==> src/rtl/wcfg_pkg.sv <==
package wcfg_pkg;

  typedef struct packed {
    logic       route;
    logic [2:0] lvl;
  } vcfg_t;

  localparam logic [3:0] SEL_ADDR = 4'd8;

  // true when vector v owns writable configuration storage
  function automatic bit has_cfg(int v, int lo_win, int top_win, bit used);
    int w;
    int s;
    w = v / 8;
    s = v % 8;
    if (!used) return 1'b0;
    if (w < lo_win) return 1'b0;
    if (w == lo_win && s <= 4) return 1'b0;
    if (w == top_win && s >= 2) return 1'b0;
    return 1'b1;
  endfunction

endpackage

==> src/rtl/wcfg_store.sv <==
module wcfg_store
  import wcfg_pkg::*;
#(
  parameter int OFS_W = 8,
  parameter int LO_WIN = 1,
  parameter logic [(1 << (OFS_W - 1)) - 1:0] USED_MASK = '1,
  localparam int NVEC = 1 << (OFS_W - 1),
  localparam int VEC_W = OFS_W - 1,
  localparam int WIN_W = OFS_W - 4
) (
  input  logic                  clk,
  input  logic                  rst,
  input  logic [3:0]            reg_sel,
  input  logic                  reg_we,
  input  logic                  reg_re,
  input  logic [7:0]            reg_wdata,
  output logic [7:0]            reg_rdata,
  output logic [WIN_W-1:0]      cur_win,
  output vcfg_t [NVEC-1:0]      cfg
);

  localparam int TOP_WIN = (1 << WIN_W) - 1;
  localparam int IRQ_VEC = TOP_WIN * 8 + 1;
  localparam logic [VEC_W-1:0] SPUR_IDX = VEC_W'(LO_WIN * 8);

  logic [WIN_W-1:0] win_q;
  logic [VEC_W-1:0] sel_idx;
  logic [7:0]       rd_next;
  vcfg_t            rd_ent;

  assign cur_win = win_q;
  assign sel_idx = {win_q, reg_sel[2:0]};

  always_ff @(posedge clk) begin
    if (rst) win_q <= '0;
    else if (reg_we && reg_sel == SEL_ADDR) win_q <= reg_wdata[OFS_W-1:4];
  end

  for (genvar v = 0; v < NVEC; v++) begin : g_ent
    localparam bit HAS = has_cfg(v, LO_WIN, TOP_WIN, USED_MASK[v]);
    if (HAS) begin : g_st
      vcfg_t ent_q;
      logic  wr_hit;
      assign wr_hit = reg_we && !reg_sel[3] && (sel_idx == VEC_W'(v));
      always_ff @(posedge clk) begin
        if (rst) begin
          ent_q.route <= 1'b0;
          ent_q.lvl   <= 3'd1;
        end else if (wr_hit) begin
          ent_q.lvl   <= reg_wdata[2:0];
          ent_q.route <= (v == IRQ_VEC) ? 1'b0 : reg_wdata[7];
        end
      end
      assign cfg[v] = ent_q;
    end else begin : g_none
      assign cfg[v] = '0;
    end
  end

  always_comb begin
    rd_ent = cfg[sel_idx];
    if (reg_sel == SEL_ADDR)   rd_next = 8'({win_q, 4'b0000});
    else if (reg_sel[3])       rd_next = 8'h00;
    else if (sel_idx == SPUR_IDX) rd_next = 8'h07;
    else                       rd_next = {rd_ent.route, 4'b0000, rd_ent.lvl};
  end

  always_ff @(posedge clk) begin
    if (rst) reg_rdata <= 8'h00;
    else if (reg_re) reg_rdata <= rd_next;
  end

endmodule

==> src/rtl/wcfg_arb.sv <==
module wcfg_arb
  import wcfg_pkg::*;
#(
  parameter int NVEC = 128,
  parameter bit DEST = 1'b0,
  localparam int VEC_W = $clog2(NVEC)
) (
  input  logic [NVEC-1:0]   req,
  input  vcfg_t [NVEC-1:0]  cfg,
  output logic              hit,
  output logic [VEC_W-1:0]  idx,
  output logic [2:0]        lvl
);

  // ascending scan with >= lets the larger index win on equal level
  always_comb begin
    hit = 1'b0;
    idx = '0;
    lvl = 3'd0;
    for (int v = 0; v < NVEC; v++) begin
      if (req[v] && cfg[v].route == DEST && cfg[v].lvl != 3'd0 && cfg[v].lvl >= lvl) begin
        hit = 1'b1;
        idx = VEC_W'(v);
        lvl = cfg[v].lvl;
      end
    end
  end

endmodule

==> src/rtl/wcfg_router.sv <==
module wcfg_router
  import wcfg_pkg::*;
#(
  parameter int OFS_W = 8,
  parameter int LO_WIN = 1,
  parameter logic [(1 << (OFS_W - 1)) - 1:0] USED_MASK = '1,
  localparam int NVEC = 1 << (OFS_W - 1),
  localparam int VEC_W = OFS_W - 1,
  localparam int WIN_W = OFS_W - 4
) (
  input  logic              clk,
  input  logic              rst,
  input  logic [NVEC-1:0]   irq_req,
  input  logic [3:0]        reg_sel,
  input  logic              reg_we,
  input  logic              reg_re,
  input  logic [7:0]        reg_wdata,
  output logic [7:0]        reg_rdata,
  output logic              cpu_valid,
  output logic [OFS_W-1:0]  cpu_vec,
  output logic [2:0]        cpu_lvl,
  output logic              cop_valid,
  output logic [OFS_W-1:0]  cop_vec,
  output logic [2:0]        cop_lvl
);

  localparam logic [OFS_W-1:0] SPUR_OFS = OFS_W'(LO_WIN * 16);

  vcfg_t [NVEC-1:0]  cfg;
  logic [WIN_W-1:0]  cur_win;
  logic              hit [2];
  logic [VEC_W-1:0]  idx [2];
  logic [2:0]        lvl [2];

  wcfg_store #(.OFS_W(OFS_W), .LO_WIN(LO_WIN), .USED_MASK(USED_MASK)) u_store (
    .clk(clk), .rst(rst), .reg_sel(reg_sel), .reg_we(reg_we), .reg_re(reg_re),
    .reg_wdata(reg_wdata), .reg_rdata(reg_rdata), .cur_win(cur_win), .cfg(cfg)
  );

  for (genvar d = 0; d < 2; d++) begin : g_dest
    wcfg_arb #(.NVEC(NVEC), .DEST(d == 1)) u_arb (
      .req(irq_req), .cfg(cfg), .hit(hit[d]), .idx(idx[d]), .lvl(lvl[d])
    );
  end

  always_ff @(posedge clk) begin
    if (rst) begin
      cpu_valid <= 1'b0;
      cpu_vec   <= SPUR_OFS;
      cpu_lvl   <= 3'd0;
      cop_valid <= 1'b0;
      cop_vec   <= '0;
      cop_lvl   <= 3'd0;
    end else begin
      cpu_valid <= hit[0];
      cpu_vec   <= hit[0] ? {idx[0], 1'b0} : SPUR_OFS;
      cpu_lvl   <= lvl[0];
      cop_valid <= hit[1];
      cop_vec   <= hit[1] ? {idx[1], 1'b0} : '0;
      cop_lvl   <= lvl[1];
    end
  end

endmodule

==> config.mk <==
export PLATFORM = sky130hd
export DESIGN_NAME = wcfg_router
export DESIGN_NICKNAME = d
export VERILOG_FILES = /design/src/rtl/wcfg_pkg.sv /design/src/rtl/wcfg_store.sv /design/src/rtl/wcfg_arb.sv /design/src/rtl/wcfg_router.sv
export SDC_FILE = /design/constraint.sdc
export NUM_CORES = 2
export LEC_CHECK = 0
export BUFFER_PORTS_ARGS = -buffer_cell sky130_fd_sc_hd__buf_2
export CELL_PAD_IN_SITES_DETAIL_PLACEMENT = 1
export CELL_PAD_IN_SITES_GLOBAL_PLACEMENT = 2
export CORE_MARGIN = 1
export CORE_UTILIZATION = 38
export DETAILED_ROUTE_END_ITERATION = 10
export MAX_ROUTING_LAYER = met4
export PLACE_DENSITY_LB_ADDON = 0.1
export SYNTH_ARGS = -nofsm -noshare
export SYNTH_HDL_FRONTEND = slang
export SYNTH_SLANG_ARGS = --single-unit
==> constraint.sdc <==
create_clock -name clk -period 162.8 [get_ports clk]
set_input_delay 8.14 -clock clk [delete_from_list [all_inputs] [get_ports clk]]
set_output_delay 8.14 -clock clk [all_outputs]
set_load 0.005 [all_outputs]
==> flow_metrics.tcl <==
set metrics [dict create \
    yosys_warnings 0 \
    arrival_ns 155.30 \
    fmax_ghz 0.00646 \
    syn_area_um2 52200 \
    dp_hpwl_mm 168 \
    placed_area_um2 56200 \
    synthArstFlopShare_pct 0 \
    skew_ns 0.0300 \
    max-clock-path-buffers 3 \
    core_area_um2 136000 \
    grt_pass1_wl_mm 334 \
    routed_via_density 6.11 \
    grt_max_degree 160 \
    cts_tree "yes" \
    gp_congestion 0.938 \
    hold_start "u_store.cfg[459]" \
    die_w_um 373 \
    cts_buffers 59 \
    tightest_slew_ns 1.16 \
    ys_seq_area_share_pct 18.0 \
    cpMostUsedCell "ha_1" \
    critPathKind "input pin to flip-flop" \
    cts.htree.levels 2 \
    final_area_um2 60700 \
    hold_violations 0 \
    die_area_um2 139000 \
    regToRegStartpoint "u_store.cfg[55]" \
    rows 135 \
    die_height_um 373 \
    start_util_pct 38.4 \
    drt_iter0_drc 3848 \
    critPathCaptureType "flip-flop" \
    num_vias 56800 \
    clk_latency_ns 0.70 \
    nNetsFinal 8049 \
    ioPinCount 176 \
    p_per_area_nw_per_um2 5.56 \
    grt.overflow.total 0 \
    root_buffer "clkbuf_16" \
    critPathLaunch "irq_req[13]" \
    grt_pass1_vias 55900 \
    vdd.ir_drop.worst_mv 0.0108 \
    yosys_most_used_dff "dfxtp_1" \
    status "finished, final reports clean" \
    drv_slew 0 \
    antenna_found_initial 12 \
    regArea_um2 9370 \
    ys_types 133 \
    wl_per_cell_um 23.6 \
    worstSetupStartpointType "input pin" \
    track_usage_pct 31.4 \
    drc 0 \
    finalCritPeriodShare_pct 95.0 \
    critPathSlowestCell "or4_1" \
    cp_max_fo 7 \
    finalSetupViolCount 0 \
    slew-limit-headroom_pct 23.0 \
    totalWireLength_mm 220 \
    port_buffers 152 \
    synth_seq_cells 468 \
    cts.sinks 468 \
    clk_pin_slew_worst_paths_ns 0.06 \
    drv_cap 0 \
    syn_area_per_cell_um2 7.25 \
    synth_enable_flop_cells 0 \
    area_growth_pct 16.3 \
    firstDrtPassIters 6 \
    power.leakage_uw 0.0243 \
    multi_input_comb_area_um2 42000 \
    cp.required_ns 163.37 \
    drive_gt1_share_pct 17.9 \
    setup_tns_ns 0 \
    max_stage_delay_ns 0.52 \
    period_needed_ns 154.73 \
    syn_inst 7196 \
    fill_cells 17000 \
    min_path_type "flip-flop to flip-flop" \
    postRouteAntennaNets 0 \
]
-- cells by family (layout without fill, tap and decap cells) --
logic type / after synthesis / count (layout) / share of synthesized area (%)
mux: 342 / 342 / 9.89
flops: 468 / 468 / 18.0
fa+ha+maj: 474 / 474 / 11.2
simple gates: 3055 / 3055 / 27.8
other cells: 1 / 7 / 0.00719
buf+inv: 681 / 995 / 5.21
compound gates: 2175 / 2175 / 27.9
-- worst max-delay path: cells and delay by family --
kind | cells | cell delay, ns
multiplexers | 31 | 9.88
AO/OA/AOI/OAI | 361 | 59.62
AND/OR/NAND/NOR | 351 | 51.70
adder cells (fa/ha/maj) | 148 | 41.55
buffers and inverters | 36 | 4.56
-- what timing repair did --
| action | CTS | global route |
|---|---|---|
| resized for setup | 50 | 394 |
| setup endpoints to repair | 18 | 22 |
| setup buffers | 5 | 79 |
| hold buffers | 0 | 0 |
| pin swaps | 4 | 112 |
-- cell type report --
class	count	share of cell area (%)
clock buffer	83	2.73
clock inverter	24	0.546
antenna	4	0.0165
multi-input combinational	6049	69.2
inverter	338	2.09
sequential	468	15.4
tap	1781	3.67
timing repair buffer	550	6.28
-- final timing paths --
check / to / slack [ns] / cells past startpoint
hold reg to reg: u_store.cfg[459] / 0.48 / 2
setup reg to reg: cpu_vec[2] / 15.23 / 808
hold / removal: u_store.cfg[459] / 0.48 / 2
setup / recovery: cpu_vec[2] / 8.07 / 927
-- synth_stat cells (all sizes together) (16+ instances only) --
cell,n,area (µm²)
o311a,28,292
a21boi,49,379
and3,63,400
a21o,121,910
o21ai,402,2030
o311ai,87,787
maj3,35,350
nor2b,136,861
o21a,110,827
and2,129,810
o221ai,16,140
nand2b,249,1560
nor2,681,2560
nand4,24,150
o211ai,100,788
mux2,74,837
or2,73,457
nand2,958,3600
a31oi,71,457
nor3b,31,233
buf,67,405
o31ai,75,582
clkbuf,275,1030
o22ai,31,194
nor4,32,206
o211a,23,230
and2b,30,228
nor3,113,582
a311oi,40,350
a211oi,60,470
dfxtp,468,9370
a31o,20,175
ha,439,5490
a22oi,25,193
o21bai,31,240
inv,335,1260
a22o,22,193
mux4,131,2950
or3,46,288
mux2i,137,1370
o31a,29,258
a21oi,669,3370
nand3,447,2240
-- registers in the layout (all words and copies together), names as in the netlist --
name / flops
u_store.reg_rdata: 7
cop_vec: 7
cop_lvl: 3
cpu_vec: 7
cop_valid: 1
u_store.cfg: 435
u_store.cur_win: 4
cpu_lvl: 3
cpu_valid: 1
-- cell usage in the layout (no fill, tap or decap), drive strengths merged, types with 32 or more instances in the layout --
| master | count |
|---|---|
| nand2 | 958 |
| nor2 | 681 |
| a21oi | 669 |
| buf | 549 |
| dfxtp | 468 |
| nand3 | 447 |
| ha | 439 |
| o21ai | 402 |
| inv | 343 |
| nand2b | 249 |
| mux2i | 137 |
| nor2b | 136 |
| mux4 | 131 |
| and2 | 129 |
| a21o | 121 |
| nor3 | 113 |
| o21a | 110 |
| o211ai | 100 |
| o311ai | 87 |
| clkbuf | 84 |
| o31ai | 75 |
| mux2 | 74 |
| or2 | 73 |
| a31oi | 71 |
| and3 | 63 |
| a211oi | 60 |
| a21boi | 49 |
| or3 | 46 |
| a311oi | 40 |
| maj3 | 35 |
| nor4 | 32 |
-- metal layers --
layer	vias to the layer above	share of wire, %	GRT usage, %
met5	-	0	-
met2	1271	47	51.0
met3	258	4.7	2.59
met4	0	2.6	7.91
li1	27000	-	-
met1	28300	46	41.9
-- power breakdown --
group / internal, µW / switching (µW)
clock: 79.4 / 59.0
sequential: 115 / 0.513
combinational: 35.7 / 48.1
-- stage by stage --
step / std cells / hold WS, ns / util (%) / power [µW] / setup WS [ns]
floorplan: 7198 / 0.451 / - / 161 / 13.11
global placement: 9102 / 0.469 / 41.4 / 191 / -0.600
detailed placement: 9102 / 0.477 / 41.4 / 192 / -3.64
CTS: 9214 / 0.485 / 43.0 / 331 / 0.00577
global route: 9293 / 0.526 / 44.7 / 351 / -1.32
finish: 9297 / 0.483 / 44.7 / 338 / 8.07
Note: power is estimated with default switching activity, not from simulation.
